File: config.mk
export PLATFORM = sky130hd
export DESIGN_NAME = ecc_err_log
export DESIGN_NICKNAME = d
export VERILOG_FILES = /design/src/rtl/ecc_log_pkg.sv /design/src/rtl/ecc_log_ctrl.sv /design/src/rtl/ecc_log_data.sv /design/src/rtl/ecc_err_log.sv
export SDC_FILE = /design/constraint.sdc
export NUM_CORES = 1
export LEC_CHECK = 0
export ABC_AREA = 1
export CAP_MARGIN = 20
export CORE_ASPECT_RATIO = 0.75
export CORE_MARGIN = 3
export CORE_UTILIZATION = 30
export CTS_CLUSTER_DIAMETER = 150
export DETAILED_ROUTE_END_ITERATION = 10
export PLACE_DENSITY = 0.65
export SETUP_SLACK_MARGIN = 0.4
export SKIP_LAST_GASP = 1
export SLEW_MARGIN = 20
export SYNTH_ARGS = -nofsm -noshare
export SYNTH_HDL_FRONTEND = slang
export SYNTH_SLANG_ARGS = --single-unit
File: constraint.sdc
create_clock -name clk -period 1.1 [get_ports clk]
set_input_delay 0.165 -clock clk [delete_from_list [all_inputs] [get_ports clk]]
set_output_delay 0.165 -clock clk [all_outputs]
set_load 0.02 [all_outputs]
File: src/rtl/ecc_log_pkg.sv
package ecc_log_pkg;
  localparam int SYN_W = 8;
  localparam int DATA_W = 32;

  localparam logic [2:0] REG_CTRL  = 3'd0;
  localparam logic [2:0] REG_MODE  = 3'd1;
  localparam logic [2:0] REG_LOG0  = 3'd2;
  localparam logic [2:0] REG_LOG1  = 3'd3;
  localparam logic [2:0] REG_ADDR0 = 3'd4;
  localparam logic [2:0] REG_ADDR1 = 3'd5;

  localparam int BIT_SB_REPORT = 0;
  localparam int BIT_SB_FIX    = 2;
  localparam int BIT_CHECK_ON  = 3;
  localparam int BIT_VALID0    = 28;
  localparam int BIT_VALID1    = 29;
  localparam int BIT_OVF       = 30;
  localparam int BIT_PENDING   = 31;

  typedef enum logic [1:0] {
    KIND_SINGLE = 2'd0,
    KIND_MULTI  = 2'd1,
    KIND_ABORT  = 2'd2
  } errKind_e;

  typedef struct packed {
    logic capture0;
    logic capture1;
  } logStrobe_t;
endpackage

File: src/rtl/ecc_log_ctrl.sv
module ecc_log_ctrl
  import ecc_log_pkg::*;
(
  input  logic              clk,
  input  logic              rst_n,
  input  logic              errValid,
  input  logic [1:0]        errKind,
  input  logic              busPending,
  input  logic [2:0]        regAddr,
  input  logic              regWrEn,
  input  logic [DATA_W-1:0] regWrData,
  output logStrobe_t        strobe,
  output logic [DATA_W-1:0] statusWord,
  output logic              modeBit,
  output logic              irq
);
  logic sbReport, sbFix, checkOn;
  logic valid0, valid1, ovfFlag;
  logic reportable, ovfHit, ctrlWr, modeWr;

  assign reportable = errValid && checkOn &&
                      ((errKind != KIND_SINGLE) || sbReport);
  assign strobe.capture0 = reportable && !valid0;
  assign strobe.capture1 = reportable && valid0 && !valid1;
  assign ovfHit = reportable && valid0 && valid1;

  assign ctrlWr = regWrEn && (regAddr == REG_CTRL);
  assign modeWr = regWrEn && (regAddr == REG_MODE);

  always_ff @(posedge clk or negedge rst_n) begin
    if (!rst_n) begin
      sbReport <= 1'b0;
      sbFix    <= 1'b0;
      checkOn  <= 1'b0;
      valid0   <= 1'b0;
      valid1   <= 1'b0;
      ovfFlag  <= 1'b0;
      modeBit  <= 1'b0;
    end else begin
      if (ctrlWr) begin
        sbReport <= regWrData[BIT_SB_REPORT];
        sbFix    <= regWrData[BIT_SB_FIX];
        checkOn  <= regWrData[BIT_CHECK_ON];
      end
      if (modeWr) modeBit <= regWrData[0];
      valid0  <= strobe.capture0 | (valid0 & ~(ctrlWr & regWrData[BIT_VALID0]));
      valid1  <= strobe.capture1 | (valid1 & ~(ctrlWr & regWrData[BIT_VALID1]));
      ovfFlag <= ovfHit | (ovfFlag & ~(ctrlWr & regWrData[BIT_OVF]));
    end
  end

  always_comb begin
    statusWord = '0;
    statusWord[BIT_SB_REPORT] = sbReport;
    statusWord[BIT_SB_FIX]    = sbFix;
    statusWord[BIT_CHECK_ON]  = checkOn;
    statusWord[BIT_VALID0]    = valid0;
    statusWord[BIT_VALID1]    = valid1;
    statusWord[BIT_OVF]       = ovfFlag;
    statusWord[BIT_PENDING]   = busPending;
  end

  assign irq = valid0 | valid1;
endmodule

File: src/rtl/ecc_log_data.sv
module ecc_log_data
  import ecc_log_pkg::*;
#(
  parameter int SLOTS = 2
)(
  input  logic              clk,
  input  logic              rst_n,
  input  logStrobe_t        strobe,
  input  logic [1:0]        errKind,
  input  logic [SYN_W-1:0]  errSyndrome,
  input  logic              errWrite,
  input  logic [DATA_W-1:0] errAddr,
  input  logic [2:0]        regAddr,
  input  logic [DATA_W-1:0] statusWord,
  input  logic              modeBit,
  output logic [DATA_W-1:0] regRdData
);
  localparam int PAD_W = DATA_W - SYN_W - 3;

  logic [DATA_W-1:0] logWord [SLOTS];
  logic [DATA_W-1:0] addrWord [SLOTS];
  logic [SLOTS-1:0]  capture;
  logic [DATA_W-1:0] newLog;

  assign capture = {strobe.capture1, strobe.capture0};
  assign newLog  = {errWrite, errKind, {PAD_W{1'b0}}, errSyndrome};

  for (genvar s = 0; s < SLOTS; s++) begin : g_slot
    always_ff @(posedge clk or negedge rst_n) begin
      if (!rst_n) begin
        logWord[s]  <= '0;
        addrWord[s] <= '0;
      end else if (capture[s]) begin
        logWord[s]  <= newLog;
        addrWord[s] <= errAddr;
      end
    end
  end

  always_comb begin
    case (regAddr)
      REG_CTRL:  regRdData = statusWord;
      REG_MODE:  regRdData = {{(DATA_W-1){1'b0}}, modeBit};
      REG_LOG0:  regRdData = logWord[0];
      REG_LOG1:  regRdData = logWord[1];
      REG_ADDR0: regRdData = addrWord[0];
      REG_ADDR1: regRdData = addrWord[1];
      default:   regRdData = '0;
    endcase
  end
endmodule

File: src/rtl/ecc_err_log.sv
module ecc_err_log
  import ecc_log_pkg::*;
(
  input  logic        clk,
  input  logic        rst_n,
  input  logic        errValid,
  input  logic [1:0]  errKind,
  input  logic [7:0]  errSyndrome,
  input  logic        errWrite,
  input  logic [31:0] errAddr,
  input  logic        busPending,
  input  logic [2:0]  regAddr,
  input  logic        regWrEn,
  input  logic [31:0] regWrData,
  output logic [31:0] regRdData,
  output logic        irq
);
  logStrobe_t  strobe;
  logic [31:0] statusWord;
  logic        modeBit;

  ecc_log_ctrl u_ctrl (
    .clk(clk), .rst_n(rst_n), .errValid(errValid), .errKind(errKind),
    .busPending(busPending), .regAddr(regAddr), .regWrEn(regWrEn),
    .regWrData(regWrData), .strobe(strobe), .statusWord(statusWord),
    .modeBit(modeBit), .irq(irq)
  );

  ecc_log_data #(.SLOTS(2)) u_data (
    .clk(clk), .rst_n(rst_n), .strobe(strobe), .errKind(errKind),
    .errSyndrome(errSyndrome), .errWrite(errWrite), .errAddr(errAddr),
    .regAddr(regAddr), .statusWord(statusWord), .modeBit(modeBit),
    .regRdData(regRdData)
  );
endmodule

# Yosys cells after proc, flatten, opt, wreduce, memory -nomap -nowiden
# Cells that the tools add are included.
[op_classes]
reduce_logical = 13
n_mux = 1
bitwise = 13
n_eq_ne = 5
[ops]
columns = ["operator", "n"]
rows = [
  ["one-hot mux 32 bit (6 select lines)", 1],
  ["logical AND 1 bit", 8],
  ["bitwise AND 1 bit", 6],
  ["== test 3 x 2 -> 1 bit (second input constant)", 2],
  ["== test 3 bit (second input constant)", 2],
  ["OR 1 bit", 4],
  ["== test 3 x 1 -> 1 bit (second input constant)", 1],
  ["zero test 3 bit", 1],
  ["NOT 1 bit", 3],
  ["zero test 1 bit", 2],
  ["nonzero test 2 bit", 1],
  ["logical OR 1 bit", 1],
]
[word_totals]
reg_bits = 93
output_inout_bits = 33
in_bits = 83

# Depth between registers and ports, before layout
# Gate-level depths: netlist of the first run.
[logic_depth]
word_depth = 6
ltp_mapped = 8
depth_no_buf = 7

# Hierarchy
# From an unflattened synthesis of the first run, not the netlist that was laid out.
[hier_totals]
cells_unflattened = 525
hier_area_um2 = 4753.3
[modules_own_cells]
columns = ["module", "instances", "area_each_um2", "seq_area_each_um2", "cells_per_inst"]
rows = [
  ["ecc_log_data", 1, 4144.0, 2152.1, 444],
  ["ecc_log_ctrl", 1, 609.3, 175.2, 81],
]

# Worst setup path before layout of the first run
# No wires, ideal clock.
[synth_path]
kind = "register to register"
from = "reg u_ctrl.sbReport"
to = "reg u_data.addrWord[32] in the netlist's numbering"
t_arrival_ps = 1072
n_path_buf = 2
path_stages_with_launch = 9
slack_ps = -88
required_ps = 984
synth_period_minus_slack_ps = 1188
setup_ps = 116
path_cell_list = "dfrtp_1 -> nor2_2 -> nand2_1 -> nand2_1 -> nor2_2 -> buf_6 -> buf_6 -> nand2_1 -> nand2_1"
[synth_via]
elab_chain_len = 3
[synth_lines]
columns = ["item", "line", "rtl"]
rows = [
  ["start, declared", "ecc_log_ctrl.sv:17", "logic sbReport, sbFix, checkOn;"],
  ["start signal, assigned", "ecc_log_ctrl.sv:41", "sbReport <= regWrData[BIT_SB_REPORT];"],
  ["logical OR 1 bit", "ecc_log_ctrl.sv:22", "((errKind != KIND_SINGLE) || sbReport);"],
  ["logical AND 1 bit", "ecc_log_ctrl.sv:21", "assign reportable = errValid && checkOn &&"],
  ["logical AND 1 bit", "ecc_log_ctrl.sv:23", "assign strobe.capture0 = reportable && !valid0;"],
  ["end signal, assigned by index", "ecc_log_data.sv:35", "addrWord[s] <= errAddr;"],
  ["end, declared", "ecc_log_data.sv:21", "logic [DATA_W-1:0] addrWord [SLOTS];"],
]
# No other way between the ends.
# A chain may end at the register's enable or synchronous reset.

# Worst setup path in the final report of the first run
[layout_path]
from = "reg u_ctrl.sbReport"
to = "reg u_data.logWord[35] in the netlist's numbering"
[layout_via]
elab_chain_len = 3
[layout_lines]
columns = ["item", "line", "rtl"]
rows = [
  ["logical OR 1 bit", "ecc_log_ctrl.sv:22", ""],
  ["logical AND 1 bit", "ecc_log_ctrl.sv:21", ""],
  ["logical AND 1 bit", "ecc_log_ctrl.sv:23", ""],
  ["end signal, assigned by index", "ecc_log_data.sv:34", "logWord[s] <= newLog;"],
  ["end, declared", "ecc_log_data.sv:20", "logic [DATA_W-1:0] logWord [SLOTS];"],
]
# No other way between the ends.

==> results of run 1 <==
==> power by group <==
part | switching [uW] | internal, uW | leakage [uW]
clock network | 1310 | 1820 | 0.000143
registers | 1380 | 5070 | 0.00116
logic | 3490 | 3140 | 0.00269
total | 6190 | 10000 | 0.00399
==> placed cells by master, fill, tap and decap left out, types with 3 or more instances in the layout <==
cell type / synthesis / final
nand2_4: 0 / 60
nand3_2: 1 / 6
buf_12: 0 / 20
o21ai_2: 0 / 5
nand3_1: 15 / 6
nor2_4: 2 / 5
buf_4: 2 / 42
nor2_1: 7 / 4
dfrtp_1: 93 / 92
clkdlybuf4s50_1: 0 / 52
buf_6: 5 / 57
nand3_4: 0 / 4
inv_1: 26 / 19
buf_8: 0 / 3
nand2_2: 1 / 58
inv_2: 6 / 8
buf_16: 0 / 7
o21ai_1: 0 / 7
clkbuf_16: 0 / 16
nand4_1: 57 / 57
nand2_1: 315 / 197
==> per-layer routing <==
layer,routed length [um],GRT usage [%]
met1,7133,25.21
met2,8150,30.47
met4,333,4.637
met5,0,0
met3,1179,5.207
==> flip-flops by register name, summed over array words and instances (netlist names) <==
signal	cells
u_ctrl.checkOn	1
u_ctrl.modeBit	1
u_ctrl.ovfFlag	1
u_ctrl.sbFix	1
u_ctrl.sbReport	1
u_ctrl.valid0	1
u_ctrl.valid1	1
u_data.addrWord	64
u_data.logWord	22
==> kinds of logic after synthesis <==
family | count (synthesis)
buffers and inverters | 66
AO/OA/AOI/OAI | 19
flip-flops | 93
AND/OR/NAND/NOR | 401
==> layout make-up <==
| class | count | area [um^2] | area share (%) |
|---|---|---|---|
| flip-flops and latches | 93 | 2328 | 29.46 |
| multi-input cells | 420 | 2574 | 32.57 |
| inverters | 33 | 163.9 | 2.074 |
| repair inverters | 1 | 7.507 | 0.09500 |
| clock inverters | 4 | 47.55 | 0.6016 |
| clock buffers | 12 | 246.5 | 3.119 |
| well taps | 195 | 244.0 | 3.087 |
| repair buffers | 188 | 2291 | 28.99 |
==> worst paths after layout <==
path	from	to	slack, ps	depth (start not counted)
max	u_ctrl.sbReport	u_data.logWord[35]	-390	9
min	rst_n	u_data.logWord[37]	-280	1
max reg2reg	u_ctrl.sbReport	u_data.logWord[35]	-390	9
min reg2reg	u_data.logWord[6]	u_data.logWord[6]	480	2
max in group asynchronous	rst_n	u_data.addrWord[12]	840	2
min in group clk	regWrData[2]	u_ctrl.sbFix	380	3
==> through the flow <==
step	cell area [um^2]	setup slack (ps)	util, %
after detailed placement	6128	-1117	43.40
after global placement	6128	-1078	43.40
final	7903	-388.8	55.97
after CTS	7048	-324.4	49.92
after floorplan	4653	-56.52	-
after global routing	7903	-432.3	55.97
==> timing repair <==
item	CTS	global route
endpoints found under the hold margin	16	16
pin swaps	24	43
buffers inserted	15	12
gates resized for setup	288	160
endpoints found under the setup margin	126	126
gates cloned	8	8
==> results.py, run 1 <==
metrics = {
    "layout": {
        "layoutNonFillerInstCount": 946,
        "drive_gt1_share_pct": 41.54,
        "diodes": 0,
        "syn2layout_area_growth_pct": 77.37,
        "nNetsFinal": 829,
        "fillers": 1208,
    },
    "die": {
        "ios": 116,
        "initial_utilization_pct": 31.56,
        "design.core.area_um2": 14120,
        "die_area_um2": 16370,
        "die_w_um": 146.7,
        "die_height_um": 111.5,
        "row_count": 37,
    },
    "synth": {
        "synth_top_family_by_area": "simple AND/OR/NAND/NOR gates",
        "syn_nets": 662,
        "yosys.area_share.simple_pct": 38.25,
        "syn_inst": 579,
        "yosys_warnings": 0,
        "syn_avg_cell_area_um2": 7.695,
        "synth_edf_count": 0,
        "synth-compound-area-share_pct": 2.443,
        "synth_common_cells": "nand2_1, dfrtp_1, nand4_1, inv_1, buf_2",
        "synth.area.top_cells": "dfrtp_1, nand2_1, nand4_1",
        "synth_top_area_cell": "dfrtp_1",
        "synth-async-reset-ratio_pct": 100.0,
        "synth_adder_area_share_pct": 0,
        "synth.most_common_cell": "nand2_1",
        "synthFlopType": "dfrtp_1",
        "netlist_area_um2": 4456,
        "synth.yosys.seq_area_share_pct": 52.23,
        "synth_cell_types": 21,
        "synthXorXnorAreaFrac_pct": 0,
        "post-synth-top-area-fraction_pct": 52.23,
        "synth_mux_area_share_pct": 0,
        "synth_seq_cells": 93,
    },
    "power_and_ir_drop": {
        "power.density_nw_per_um2": 2052,
        "finalPower_uw": 16220,
        "peakVddDrop_uv": 1018,
        "power.leakage_uw": 0.003993,
    },
    "worst_setup_path": {
        "path_max_fanout": 7,
        "critPathMaxStageDelay_ps": 370,
        "critical_path_buf_inv_count": 4,
        "cp-end-kind": "flop",
        "slowest_stage": "dfrtp_1",
        "cp_top_family": "buffers and inverters",
        "crit_type": "reg -> reg",
        "path_cells": "buf_6 -> nor2_4 -> buf_6 -> a21oi_4 -> buf_12 -> nand2_8 -> clkbuf_16 -> nand2_1 -> nand2_1",
        "arrival_ps": 1720,
        "start_kind": "flop",
        "cp.required_ps": 1330,
    },
    "placed_design": {
        "place_hpwl_um": 9569,
        "place_inst": 887,
        "port_buffers": 89,
        "routabilityCongestion": 0.8698,
    },
    "sta": {
        "fin_worst_skew_ps": 7.768,
        "tightest_slew_ps": 330.2,
        "hold_ws_ps": -281.5,
        "setup_violations": 122,
        "hold_violations": 16,
        "fin_crit_sh_pct": 135.3,
        "setup_ws_ps": -388.8,
        "fmax_mhz": 671.7,
        "setup_tns_ps": -38250,
        "grt_setup_unrepaired": "yes",
        "drv_slew": 0,
        "slew_headroom_pct": 77.98,
        "min_period_ps": 1489,
    },
    "routing": {
        "vias": 4765,
        "postRouteAntennaNets": 0,
        "totalWireLength_um": 16800,
        "drt_pass1_iterations": 5,
        "wire_per_inst_um": 17.76,
        "drc": 0,
        "first_iter_violations": 374,
        "viasPerCell": 5.037,
    },
    "clocking": {
        "clk_transition_reported_paths_ps": 60,
        "clkSinkCount": 93,
        "worstSkewPairLatency_ps": 350,
        "htreeDepth": 3,
        "clockBufferDepth": 2,
        "numCtsBuffers": 9,
        "root_buffer": "clkbuf_16",
        "cts_tree": "yes",
    },
    "flow_run": {
        "drv_cap": 0,
    },
    "status": {
        "violations": "negative hold slack, negative setup slack",
        "status": "complete, but fails checks",
    },
    "global_route": {
        "grt_pass1_wl_um": 24630,
        "grt_max_degree": 28,
        "grt_pass1_vias": 4726,
        "gr-total-overflow": 0,
        "antenna_found_initial": 0,
        "grt_util_all_layers_pct": 18.84,
    },
    "worst_hold_path": {
        "hp-class": "in -> async",
    },
}
No activity file was read; power rests on OpenSTA's default activity.
==> run 2: changes to the inputs <==
MAX_ROUTING_LAYER = met4   (was unset)
==> run 2 against run 1 <==
  * Combinational power about the same
  * Sequential power about the same
  * Sequential share of layout area about the same
  * Cell area about the same
  * The flow still finishes with violations (negative hold slack, negative setup slack)
  * Critical path type unchanged
  * Die area unchanged
  * Core utilization down 0.053 points
  * Critical path depth unchanged
  * Clock skew down 1.4 ps
==> results.py, run 2 (synthesis results as in run 1) <==
metrics = {
    "flow_run": {
        "drv_cap": 0,
    },
    "worst_setup_path": {
        "critPathMaxStageDelay_ps": 360,
        "cp.required_ps": 1330,
        "path_cells": "buf_6 -> nor2_4 -> buf_6 -> a21oi_4 -> buf_12 -> nand2_8 -> clkbuf_16 -> nand2_2 -> nand2_1",
        "critical_path_buf_inv_count": 4,
        "cp_top_family": "buffers and inverters",
        "cp-end-kind": "flop",
        "slowest_stage": "dfrtp_1",
        "start_kind": "flop",
        "arrival_ps": 1720,
        "crit_type": "reg -> reg",
        "path_max_fanout": 7,
        "cp_common_cell": "buf_6",
    },
    "clocking": {
        "htreeDepth": 3,
        "clk_transition_reported_paths_ps": 60,
        "worstSkewPairLatency_ps": 350,
        "root_buffer": "clkbuf_16",
        "clockBufferDepth": 2,
        "numCtsBuffers": 9,
        "cts_tree": "yes",
        "clkSinkCount": 93,
    },
    "placed_design": {
        "place_hpwl_um": 9569,
        "routabilityCongestion": 0.8840,
        "port_buffers": 89,
    },
    "routing": {
        "viasPerCell": 5.017,
        "first_iter_violations": 350,
        "wire_per_inst_um": 17.71,
        "postRouteAntennaNets": 0,
        "vias": 4746,
        "drt_pass1_iterations": 5,
        "drc": 0,
        "totalWireLength_um": 16760,
    },
    "power_and_ir_drop": {
        "power.leakage_uw": 0.003976,
        "power.density_nw_per_um2": 2054,
        "peakVddDrop_uv": 1013,
    },
    "layout": {
        "syn2layout_area_growth_pct": 77.20,
        "fin_util_pct": 55.91,
        "multi_input_area_um2": 2566,
        "nNetsFinal": 829,
        "regMostFlops": "u_data.addrWord",
        "diodes": 0,
        "final_common_cell": "nand2_1",
        "fillers": 1211,
        "largest_reg_flops": 64,
        "reg.largest.list": "u_data.addrWord (64), u_data.logWord (22)",
        "final_cell_mix": "nand2_1, dfrtp_1, nand2_2",
        "drive_gt1_share_pct": 41.68,
        "regArea_um2": 2328,
    },
    "global_route": {
        "grt_util_all_layers_pct": 19.44,
        "antenna_found_initial": 0,
        "gr-total-overflow": 0,
        "grt_max_degree": 28,
        "grt_pass1_wl_um": 24650,
        "grt_pass1_vias": 4728,
    },
    "sta": {
        "fmax_mhz": 673.2,
        "hold_violations": 16,
        "hold_ws_ps": -285.7,
        "fin_crit_sh_pct": 135.0,
        "grt_setup_unrepaired": "yes",
        "slew_headroom_pct": 78.36,
        "drv_slew": 0,
        "setup_violations": 122,
        "fin_worst_skew_ps": 6.367,
        "tightest_slew_ps": 324.7,
        "min_period_ps": 1485,
        "setup_ws_ps": -385.5,
    },
    "status": {
        "violations": "negative hold slack, negative setup slack",
        "status": "complete, but fails checks",
    },
    "die": {
        "row_count": 37,
        "ios": 116,
        "die_area_um2": 16370,
        "initial_utilization_pct": 31.56,
        "die_height_um": 111.5,
        "die_w_um": 146.7,
        "design.core.area_um2": 14120,
    },
    "worst_hold_path": {
        "hp-class": "in -> async",
    },
}
[run 2: cell count changes in the layout (fill, tap and decap cells not counted)]
cell / before / now
nand2_1: 197 / 196
nand2_2: 58 / 61
nand2_4: 60 / 58
[run 2: final timing paths]
kind | start | slack, ps | depth (start not counted) | to
max | u_ctrl.sbReport | -390 | 9 | u_data.logWord[35]
min | rst_n | -290 | 1 | u_data.logWord[37]
min in group clk | regWrData[2] | 380 | 3 | u_ctrl.sbFix
min reg2reg | u_data.addrWord[21] | 480 | 2 | u_data.addrWord[21]
max reg2reg | u_ctrl.sbReport | -390 | 9 | u_data.logWord[35]
max in group asynchronous | rst_n | 840 | 2 | u_data.addrWord[12]
[run 2: per-layer routing]
layer / GRT usage (%) / share of wire (%) / up-vias / wire length (um)
met3: 5.207 / 7.4 / 31 / 1239
met1: 25.49 / 42 / 2323 / 7084
met4: 4.261 / 1.8 / 0 / 305
met5: - / 0 / - / 0
li1: - / - / 2189 / -
met2: 30.41 / 48 / 203 / 8126
[run 2: metrics by stage]
step / instance area [um^2] / cells / total power (uW) / TNS (ps) / setup WS [ps]
floorplan: 4653 / 579 / 8711 / -2020 / -56.52
global placement: 6128 / 887 / 10720 / -72520 / -1078
detailed placement: 6128 / 887 / 10890 / -76580 / -1117
CTS: 7048 / 926 / 14830 / -31740 / -324.4
global route: 7895 / 946 / 17130 / -44520 / -427.6
finish: 7895 / 946 / 16220 / -37710 / -385.5
[run 2: repair_timing]
item / CTS / global route
setup endpoints to repair: 126 / 126
gates cloned: 8 / 8
buffers inserted: 15 / 12
hold endpoints to repair: 16 / 16
gates resized for setup: 288 / 159
pin swaps: 24 / 41
[run 2: cell type report]
cell class                 count  area share (%)
inverter                      33           2.076
timing repair inverter         1         0.09509
timing repair buffer         188           29.02
clock inverter                 4          0.6022
clock buffer                  12           3.122
sequential                    93           29.49
multi-input combinational    420           32.50
tap                          195           3.090
[run 2: report_power, final]
part | internal (uW) | leakage [uW] | switching [uW]
Clock | 1820 | 0.000143 | 1310
Combinational | 3140 | 0.00267 | 3490
Sequential | 5070 | 0.00116 | 1390
Total | 10000 | 0.00398 | 6180
